--- src/rtl/irq_route_pkg.sv ---
package irq_route_pkg;

  localparam int SEL_W      = 8;
  localparam int WORD_W     = 32;
  localparam int OFF_SEL    = 0;
  localparam int OFF_WIN    = 16;
  localparam logic [SEL_W-1:0] R_IDENT = 8'h00;
  localparam logic [SEL_W-1:0] R_CAPS  = 8'h01;
  localparam logic [SEL_W-1:0] R_ARBID = 8'h02;
  localparam logic [SEL_W-1:0] R_TABLE = 8'h10;

  typedef struct packed {
    logic [7:0] dest;
    logic       mask;
    logic       trig;
    logic       pol;
    logic       dstm;
    logic [2:0] dmode;
    logic [7:0] vec;
  } redir_t;

  localparam redir_t REDIR_RST = '{dest: 8'h00, mask: 1'b1, trig: 1'b0,
                                   pol: 1'b0, dstm: 1'b0, dmode: 3'b000,
                                   vec: 8'h00};

  function automatic logic [WORD_W-1:0] lo_image(redir_t e);
    logic [WORD_W-1:0] w;
    w        = '0;
    w[7:0]   = e.vec;
    w[10:8]  = e.dmode;
    w[11]    = e.dstm;
    w[13]    = e.pol;
    w[15]    = e.trig;
    w[16]    = e.mask;
    return w;
  endfunction

  function automatic logic [WORD_W-1:0] hi_image(redir_t e);
    return {e.dest, 24'h000000};
  endfunction

endpackage

--- src/rtl/irq_bus_decode.sv ---
module irq_bus_decode #(
  parameter int ADDR_W = 8
) (
  input  logic              wr,
  input  logic              rd,
  input  logic [ADDR_W-1:0] addr,
  output logic              sel_wr,
  output logic              sel_rd,
  output logic              win_wr,
  output logic              win_rd,
  output logic              bad_acc
);
  import irq_route_pkg::*;

  logic at_sel, at_win;

  always_comb begin
    at_sel  = (addr == ADDR_W'(OFF_SEL));
    at_win  = (addr == ADDR_W'(OFF_WIN));
    sel_wr  = wr & at_sel;
    sel_rd  = rd & at_sel;
    win_wr  = wr & at_win;
    win_rd  = rd & at_win;
    bad_acc = (wr | rd) & ~at_sel & ~at_win;
  end
endmodule

--- src/rtl/irq_redir_entry.sv ---
module irq_redir_entry (
  input  logic                          clk,
  input  logic                          rst_n,
  input  logic                          wr_lo,
  input  logic                          wr_hi,
  input  logic [31:0]                   wdata,
  output irq_route_pkg::redir_t         ent
);
  import irq_route_pkg::*;

  redir_t ent_q, ent_d;
  logic   unused_resv;

  assign unused_resv = ^{wdata[23:17], wdata[14], wdata[12]};

  always_comb begin
    ent_d = ent_q;
    if (wr_lo) begin
      ent_d.vec   = wdata[7:0];
      ent_d.dmode = wdata[10:8];
      ent_d.dstm  = wdata[11];
      ent_d.pol   = wdata[13];
      ent_d.trig  = wdata[15];
      ent_d.mask  = wdata[16];
    end
    if (wr_hi) begin
      ent_d.dest = wdata[31:24];
    end
  end

  always_ff @(posedge clk or negedge rst_n) begin
    if (!rst_n) ent_q <= REDIR_RST;
    else if (wr_lo | wr_hi) ent_q <= ent_d;
  end

  assign ent = ent_q;
endmodule

--- src/rtl/irq_route_regs.sv ---
module irq_route_regs #(
  parameter int          N_ENT   = 24,
  parameter int          ADDR_W  = 8,
  parameter logic [3:0]  ID_INIT = 4'h3,
  parameter logic [7:0]  VERSION = 8'h11
) (
  input  logic                 clk,
  input  logic                 rst_n,
  input  logic                 bus_wr,
  input  logic                 bus_rd,
  input  logic [ADDR_W-1:0]    bus_addr,
  input  logic [31:0]          bus_wdata,
  output logic [31:0]          bus_rdata,
  output logic                 bus_err,
  output logic [8*N_ENT-1:0]   ent_vec,
  output logic [3*N_ENT-1:0]   ent_dmode,
  output logic [N_ENT-1:0]     ent_dstm,
  output logic [N_ENT-1:0]     ent_pol,
  output logic [N_ENT-1:0]     ent_trig,
  output logic [N_ENT-1:0]     ent_mask,
  output logic [8*N_ENT-1:0]   ent_dest
);
  import irq_route_pkg::*;

  localparam logic [SEL_W:0] TBL_END = (SEL_W+1)'(16 + 2*N_ENT);
  localparam logic [7:0]     TOP_IDX = 8'(N_ENT - 1);

  // reset: asserted asynchronously, released on the clock
  logic [1:0] rst_sync;
  logic       rst_n_s;
  always_ff @(posedge clk or negedge rst_n) begin
    if (!rst_n) rst_sync <= 2'b00;
    else        rst_sync <= {rst_sync[0], 1'b1};
  end
  assign rst_n_s = rst_sync[1];

  logic sel_wr, sel_rd, win_wr, win_rd, bad_acc;
  irq_bus_decode #(.ADDR_W(ADDR_W)) dec_i (
    .wr(bus_wr), .rd(bus_rd), .addr(bus_addr),
    .sel_wr(sel_wr), .sel_rd(sel_rd), .win_wr(win_wr), .win_rd(win_rd),
    .bad_acc(bad_acc)
  );

  logic [SEL_W-1:0] sel_q, sel_d;
  logic [3:0]       id_q, id_d, arb_q, arb_d;
  logic [31:0]      rdata_q, rdata_d, win_val;
  logic             err_q;
  logic             in_tbl;
  logic [SEL_W-1:0] tbl_off;
  redir_t           ent [N_ENT];
  logic             unused_wbits;

  assign unused_wbits = ^{bus_wdata[23:8], bus_wdata[31:28]};
  assign tbl_off = sel_q - R_TABLE;
  assign in_tbl  = (sel_q >= R_TABLE) && ({1'b0, sel_q} < TBL_END);

  for (genvar g = 0; g < N_ENT; g++) begin : g_ent
    logic hit;
    assign hit = win_wr & in_tbl & (tbl_off[SEL_W-1:1] == (SEL_W-1)'(g));
    irq_redir_entry ent_i (
      .clk(clk), .rst_n(rst_n_s),
      .wr_lo(hit & ~sel_q[0]), .wr_hi(hit & sel_q[0]),
      .wdata(bus_wdata), .ent(ent[g])
    );
    assign ent_vec[8*g +: 8]   = ent[g].vec;
    assign ent_dmode[3*g +: 3] = ent[g].dmode;
    assign ent_dstm[g]         = ent[g].dstm;
    assign ent_pol[g]          = ent[g].pol;
    assign ent_trig[g]         = ent[g].trig;
    assign ent_mask[g]         = ent[g].mask;
    assign ent_dest[8*g +: 8]  = ent[g].dest;
  end

  // value seen through the data window
  always_comb begin
    win_val = '0;
    if (sel_q == R_IDENT)      win_val = {4'h0, id_q, 24'h0};
    else if (sel_q == R_CAPS)  win_val = {8'h00, TOP_IDX, 8'h00, VERSION};
    else if (sel_q == R_ARBID) win_val = {4'h0, arb_q, 24'h0};
    else if (in_tbl) begin
      for (int k = 0; k < N_ENT; k++) begin
        if (tbl_off[SEL_W-1:1] == (SEL_W-1)'(k))
          win_val = sel_q[0] ? hi_image(ent[k]) : lo_image(ent[k]);
      end
    end
  end

  // next state
  always_comb begin
    sel_d   = sel_q;
    id_d    = id_q;
    arb_d   = arb_q;
    rdata_d = rdata_q;
    if (sel_wr) sel_d = bus_wdata[SEL_W-1:0];
    if (win_wr && sel_q == R_IDENT) id_d  = bus_wdata[27:24];
    if (win_wr && sel_q == R_ARBID) arb_d = bus_wdata[27:24];
    if (sel_rd)                rdata_d = {24'h0, sel_q};
    else if (win_rd)           rdata_d = win_val;
    else if (bad_acc & bus_rd) rdata_d = '0;
  end

  // registers
  always_ff @(posedge clk or negedge rst_n_s) begin
    if (!rst_n_s) begin
      sel_q   <= '0;
      id_q    <= ID_INIT;
      arb_q   <= ID_INIT;
      rdata_q <= '0;
      err_q   <= 1'b0;
    end else begin
      if (sel_wr) sel_q <= sel_d;
      if (win_wr) begin
        id_q  <= id_d;
        arb_q <= arb_d;
      end
      if (bus_rd) rdata_q <= rdata_d;
      err_q <= bad_acc;
    end
  end

  assign bus_rdata = rdata_q;
  assign bus_err   = err_q;
endmodule

--- config.mk ---
export PLATFORM = sky130hd
export DESIGN_NAME = irq_route_regs
export DESIGN_NICKNAME = d
export VERILOG_FILES = /design/src/rtl/irq_route_pkg.sv /design/src/rtl/irq_bus_decode.sv /design/src/rtl/irq_redir_entry.sv /design/src/rtl/irq_route_regs.sv
export SDC_FILE = /design/constraint.sdc
export NUM_CORES = 1
export LEC_CHECK = 0
export BUFFER_PORTS_ARGS = -buffer_cell sky130_fd_sc_hd__buf_2
export CAP_MARGIN = 20
export CORE_MARGIN = 1.5
export CORE_UTILIZATION = 37
export DETAILED_ROUTE_END_ITERATION = 10
export GPL_TIMING_DRIVEN = 0
export PLACE_DENSITY = 0.62
export SLEW_MARGIN = 40
export SYNTH_ARGS = -nofsm -noshare
export SYNTH_HDL_FRONTEND = slang
export SYNTH_SLANG_ARGS = --single-unit
--- constraint.sdc ---
create_clock -name clk -period 22.8 [get_ports clk]
set_input_delay 4.56 -clock clk [delete_from_list [all_inputs] [get_ports clk]]
set_output_delay 4.56 -clock clk [all_outputs]
set_load 0.05 [all_outputs]
Word-level counts from Yosys, hierarchy flattened
Index checks and enable logic that the tools add are counted.
{"block": "totals", "word_cells": 424, "mem_bits_rw": 0, "romBits": 0, "output_inout_bits": 585, "inputBits": 44, "ff_bits": 603, "latchBits": 0, "memories": 0}
{"block": "op_classes", "magnitude_cmp": 2, "bitwise_logic": 108, "n_shift": 0, "n_mul": 0, "n_eq_ne": 26, "n_reduce_logical": 58, "mux": 55, "add_sub_neg": 1, "n_div": 0}
{"operator": "$mux W32", "count": 55}
{"operator": "$reduce_and A2 Y1", "count": 51}
{"operator": "$and A1 B1 Y1", "count": 80}
{"operator": "$eq A7 B4 Y1 const B", "count": 8}
{"operator": "$eq A7 B5 Y1 const B", "count": 8}
{"operator": "$eq A7 B3 Y1 const B", "count": 4}
{"operator": "$or A1 B1 Y1", "count": 25}
{"operator": "$logic_not A8 Y1", "count": 2}
{"operator": "$eq A7 B2 Y1 const B", "count": 2}
{"operator": "$eq A8 B1 Y1 const B", "count": 1}
{"operator": "$eq A8 B2 Y1 const B", "count": 1}
{"operator": "$eq A8 B5 Y1 const B", "count": 1}
{"operator": "$ge A8 B5 Y1 const B", "count": 1}
{"operator": "$lt A8 B7 Y1 const B", "count": 1}
{"operator": "$sub A8 B5 Y8 const B", "count": 1}
{"operator": "$eq A7 B1 Y1 const B", "count": 1}
{"operator": "$logic_not A7 Y1", "count": 1}
{"operator": "$logic_and A1 B1 Y1", "count": 3}
{"operator": "$not A1 Y1", "count": 3}
{"operator": "$reduce_bool A3 Y1", "count": 1}

Longest topological paths before layout
{"block": "logic_depth", "word_depth": 32, "ltp_mapped": 16, "ltp_nobuf": 10}

By module
A second synthesis with hierarchy kept.
{"block": "unflattened", "hier_cells": 2360, "hier_area_um2": 30498.0}
{"module": "irq_redir_entry", "cells_per_inst": 49, "area_each_um2": 909.6, "instances": 24, "seq_area_each_um2": 576.8}
{"module": "irq_route_regs", "cells_per_inst": 1175, "area_each_um2": 8593.2, "instances": 1, "seq_area_each_um2": 1081.0}
{"module": "irq_bus_decode", "cells_per_inst": 9, "area_each_um2": 73.8, "instances": 1, "seq_area_each_um2": 0.0}

Least setup slack after synthesis
No wires, ideal clock.
{"block": "synth_path", "path_type": "in2reg", "start": "input bus_addr[2]", "end": "register g_ent[23].ent_i.ent_q, in the netlist g_ent[23].ent_i.ent[15]", "path_buffers": 1, "path_stages": 8, "t_required_ps": 22675, "setup_ps": 125, "arrival_ps": 6650, "slack_ps": 16025, "path_cell_list": "nor4_1 and2_1 nand3_1 nor2_2 nand2_1 buf_2 nor2_1 mux2_2"}
{"block": "synth_between", "elab_chain_cells": 7, "elab_cells_between_ends": 8, "classes_between": "eq/ne: 1; bitwise: 6; reduce/logical: 1"}
{"element": "from (decl)", "line_no": "irq_route_regs.sv:11", "rtl": "input logic [ADDR_W-1:0] bus_addr,"}
{"element": "$eq A8 B5 Y1 (*)", "line_no": "irq_bus_decode.sv:19", "rtl": "at_win = (addr == ADDR_W'(OFF_WIN));"}
{"element": "$and A1 B1 Y1 (*)", "line_no": "irq_bus_decode.sv:22", "rtl": "win_wr = wr & at_win;"}
{"element": "$and A1 B1 Y1 (*) (2 in a row)", "line_no": "irq_route_regs.sv:59", "rtl": "assign hit = win_wr & in_tbl & (tbl_off[SEL_W-1:1] == (SEL_W-1)'(g));"}
{"element": "$and A1 B1 Y1", "line_no": "irq_route_regs.sv:62", "rtl": ".wr_lo(hit & ~sel_q[0]), .wr_hi(hit & sel_q[0]),"}
{"element": "$or A1 B1 Y1", "line_no": "irq_redir_entry.sv:33", "rtl": "else if (wr_lo | wr_hi) ent_q <= ent_d;"}
{"element": "$reduce_and A2 Y1 (no source line) (*)"}
{"element": "to (signal assigned)", "line_no": "irq_redir_entry.sv:33"}
{"element": "to (decl)", "line_no": "irq_redir_entry.sv:11", "rtl": "redir_t ent_q, ent_d;"}
Mark *: on every way between the ends. The rest lies on a longest branch, timed or not.
A chain may end at the register's enable or synchronous reset.

Worst setup path after layout
{"block": "layout_path", "start": "input bus_addr[2]", "end": "register g_ent[6].ent_i.ent_q, in the netlist g_ent[6].ent_i.ent[8]"}
{"block": "layout_between", "elab_chain_cells": 7, "elab_cells_between_ends": 8, "classes_between": "eq/ne: 1; bitwise: 6; reduce/logical: 1"}
{"element": "$eq A8 B5 Y1 (*)", "line_no": "irq_bus_decode.sv:19"}
{"element": "$and A1 B1 Y1 (*)", "line_no": "irq_bus_decode.sv:22"}
{"element": "$and A1 B1 Y1 (*) (2 in a row)", "line_no": "irq_route_regs.sv:59"}
{"element": "$and A1 B1 Y1", "line_no": "irq_route_regs.sv:62"}
{"element": "$or A1 B1 Y1", "line_no": "irq_redir_entry.sv:33"}
{"element": "$reduce_and A2 Y1 (no source line) (*)"}
{"element": "to (signal assigned)", "line_no": "irq_redir_entry.sv:33"}
{"element": "to (decl)", "line_no": "irq_redir_entry.sv:11"}
Marked as above.

==> flow_metrics.tcl <==
set metrics [dict create \
    outcome "completed" \
    power.leakage_nw 18.6 \
    ios 629 \
    grt_usage_pct 36.3 \
    ys_warn_count 0 \
    final-max-slew-violation-count 0 \
    dieWidth_um 282 \
    crit_top_cell "buf_2" \
    relSlewSlack_pct 35.2 \
    dr.pass1.iters 6 \
    crit_path_start_kind "input port" \
    drt-initial-drc-count 2801 \
    cp_slowest_cell "nor3_2" \
    cts_root_buffer "clkbuf_16" \
    slowest_delay_ps 730 \
    yosys.area.top_type_share_pct 49.4 \
    cts.sinks 595 \
    syn_inst 2414 \
    synth_seq_cells 595 \
    grt_pass1_vias 25300 \
    yosysTopAreaCell "dfrtp_1" \
    synth_edf_count 0 \
    cts_tree "built" \
    synthXorXnorAreaFrac_pct 0 \
    path_cells "buf_2 -> nor4_1 -> and2_1 -> nand3_1 -> nor2_2 -> nand2_1 -> nor3_2 -> buf_2 -> mux2_2" \
    finalHoldViolCount 0 \
    synth-adder-area-share_pct 0.131 \
    synthArstFlopShare_pct 100 \
    post_drt_wl_per_cell_um 35.1 \
    fin_skew_ps 27.7 \
    cts_setup_buffers 0 \
    cts_buffer_depth 3 \
    hold_path_class "register to asynchronous set/reset pin" \
    setup_slack_ps 14830 \
    synth_top_family_by_area "multiplexers" \
    die_h_um 282 \
    ys.flop_type "dfrtp_1" \
    hpwl_mm 115 \
    ys_top_cells_by_count "dfrtp_1 (567), mux2_2 (559), a21oi_1 (160)" \
    synthMuxAreaShare_pct 22.7 \
    drc_errors 0 \
    synthDistinctLibCells 89 \
    antenna_found_initial 8 \
    yosys.area_share.simple_pct 7.83 \
    path_delay_family "simple AND/OR/NAND/NOR gates" \
    core_sq_mm 0.0763 \
    ys_seq_area_share_pct 52.0 \
    crit_path_end_kind "register" \
    grt_setup_unrepaired "no" \
    dpl_worst_slack_ps 14340 \
    synth_compound_area_share_pct 14.1 \
    place_area_sq_mm 0.0337 \
    crit_type "input port to register" \
    drive_above_1_share_pct 47.0 \
    peakVddDrop_mv 0.0459 \
    io_buffers 612 \
    hold_buffers 0 \
    synth_area_leaders "dfrtp_1 (49%), mux2_2 (22%), a21oi_1 (2.8%)" \
    cp.arrival_ps 8490 \
    power-per-cell-area_mw_per_mm2 65.1 \
    via_per_inst 6.18 \
    multi_input_area_sq_mm 0.0131 \
    cap_violations 0 \
    final_area_sq_mm 0.0359 \
    cts_resized 0 \
    gp_congestion 0.986 \
    rows 101 \
    areaGrowthSynthToFinish_pct 25.2 \
    max_freq_ghz 0.125 \
    die-area_sq_mm 0.0793 \
    critPathBufInv 2 \
    nFillCells 7256 \
    cts_buffers 68 \
    cp_max_fo 10 \
    tightest_slew_ps 970 \
    seq_area_sq_mm 0.0149 \
    grt_max_degree 44 \
    netlist_area_sq_mm 0.0287 \
    vias 26000 \
    avgSynthCellArea_sq_um 11.9 \
    clock_latency_ps 650 \
    fin_crit_sh_pct 35.0 \
    start_util_pct 37.6 \
    cp.required_ps 23320 \
    grt_pass1_wl_mm 201 \
    wl_mm 148 \
    nets 3171 \
    h-tree-depth 3 \
    clk_pin_slew_ps 60 \
    yosysMostFrequentCell "dfrtp_1" \
    drtAntennaViolNets 0 \
    finalSetupViolations 0 \
    grt.overflow.total 0 \
    period_needed_ps 7970 \
]
worst reg2reg max path, cell delays in order (launching register included):
cell and delay [ps]:
dfrtp_1 440, clkbuf_1 420, buf_2 380, inv_1 260, ha_1 340, clkbuf_1 380
nor2b_1 670, o31ai_1 250, clkbuf_1 430, nor2_1 460, nand2_1 220, nor2_2 600
buf_2 430, mux2_2 380
routing by layer:
layer	vias to the layer above	global-route usage [%]	part of all wire, %
met1	13500	44.7	38
met5	-	0	0.0088
met4	2	18.9	5.8
li1	10500	-	-
met3	375	12.2	11
met2	1649	56.5	45
path summary, 6_finish.rpt:
check,from,to,slack (ps),cells after the start
max,bus_addr[2],g_ent[6].ent_i.ent[8],14830,9
min reg2reg,rst_sync[1],g_ent[4].ent_i.ent[15],280,1
min in group clk,rst_sync[0],rst_sync[1],360,0
max reg2reg,sel_q[4],g_ent[8].ent_i.ent[6],17030,13
max in group asynchronous,rst_n,rst_sync[1],18990,1
min,rst_sync[1],g_ent[4].ent_i.ent[15],280,1
layout by cell type, fill, tap and decap left out, types with 15 or more instances in the layout:
cell | synthesis | routed
a21o_1 | 21 | 21
a21oi_1 | 160 | 160
a221o_1 | 15 | 15
a221oi_1 | 39 | 39
a22o_1 | 34 | 34
a22oi_1 | 61 | 61
and3_1 | 18 | 18
buf_12 | 0 | 17
buf_2 | 51 | 671
buf_4 | 14 | 17
clkbuf_1 | 124 | 125
clkbuf_16 | 0 | 71
clkbuf_2 | 1 | 20
clkbuf_8 | 0 | 16
dfrtp_1 | 567 | 566
dfstp_2 | 28 | 28
mux2_2 | 559 | 559
nand2_1 | 117 | 117
nand3_1 | 42 | 42
nor2_1 | 103 | 98
nor2_2 | 18 | 23
nor2b_1 | 21 | 21
nor3_1 | 36 | 28
o21ai_0 | 70 | 70
o221ai_1 | 15 | 15
o22ai_1 | 15 | 15
logic make-up after synthesis:
family / after synthesis
muxes: 578
other: 2
buffers and inverters: 214
adders and majority gates: 3
DFF: 595
AOI/OAI and AO/OA: 581
and+or+nand+nor: 441
registers in the layout, indices dropped and copies added, names as in the netlist:
register / cells
sel_q: 8
g_ent.ent_i.ent: 552
id_q: 4
bus_err: 1
bus_rdata: 24
arb_q: 4
rst_sync: 2
metrics by stage:
stage	cells	setup TNS, ps	util (%)	hold slack, ps	power, mW
floorplan	2419	0	-	331	1.14
global placement	4061	-1528690	43.3	334	1.20
detailed placement	4084	0	44.1	291	1.21
CTS	4207	0	47.1	302	2.33
global route	4207	0	47.1	310	2.38
finish	4211	0	47.1	284	2.34
cell type report:
type / instances / area share (%)
Buffer: 203 / 2.53
Clock buffer: 106 / 5.75
Inverter: 11 / 0.115
Clock inverter: 17 / 0.550
Tap cell: 1030 / 3.58
Sequential cell: 595 / 41.5
Multi-Input combinational cell: 1610 / 36.3
Antenna cell: 4 / 0.0278
Timing Repair Buffer: 635 / 9.59
report_power, final:
part           switching [mW]  internal, mW  total, mW
clock network           0.483         0.661       1.14
logic                   0.110        0.0250      0.136
registers             0.00180          1.06       1.06
No activity file was read; power rests on OpenSTA's default activity.
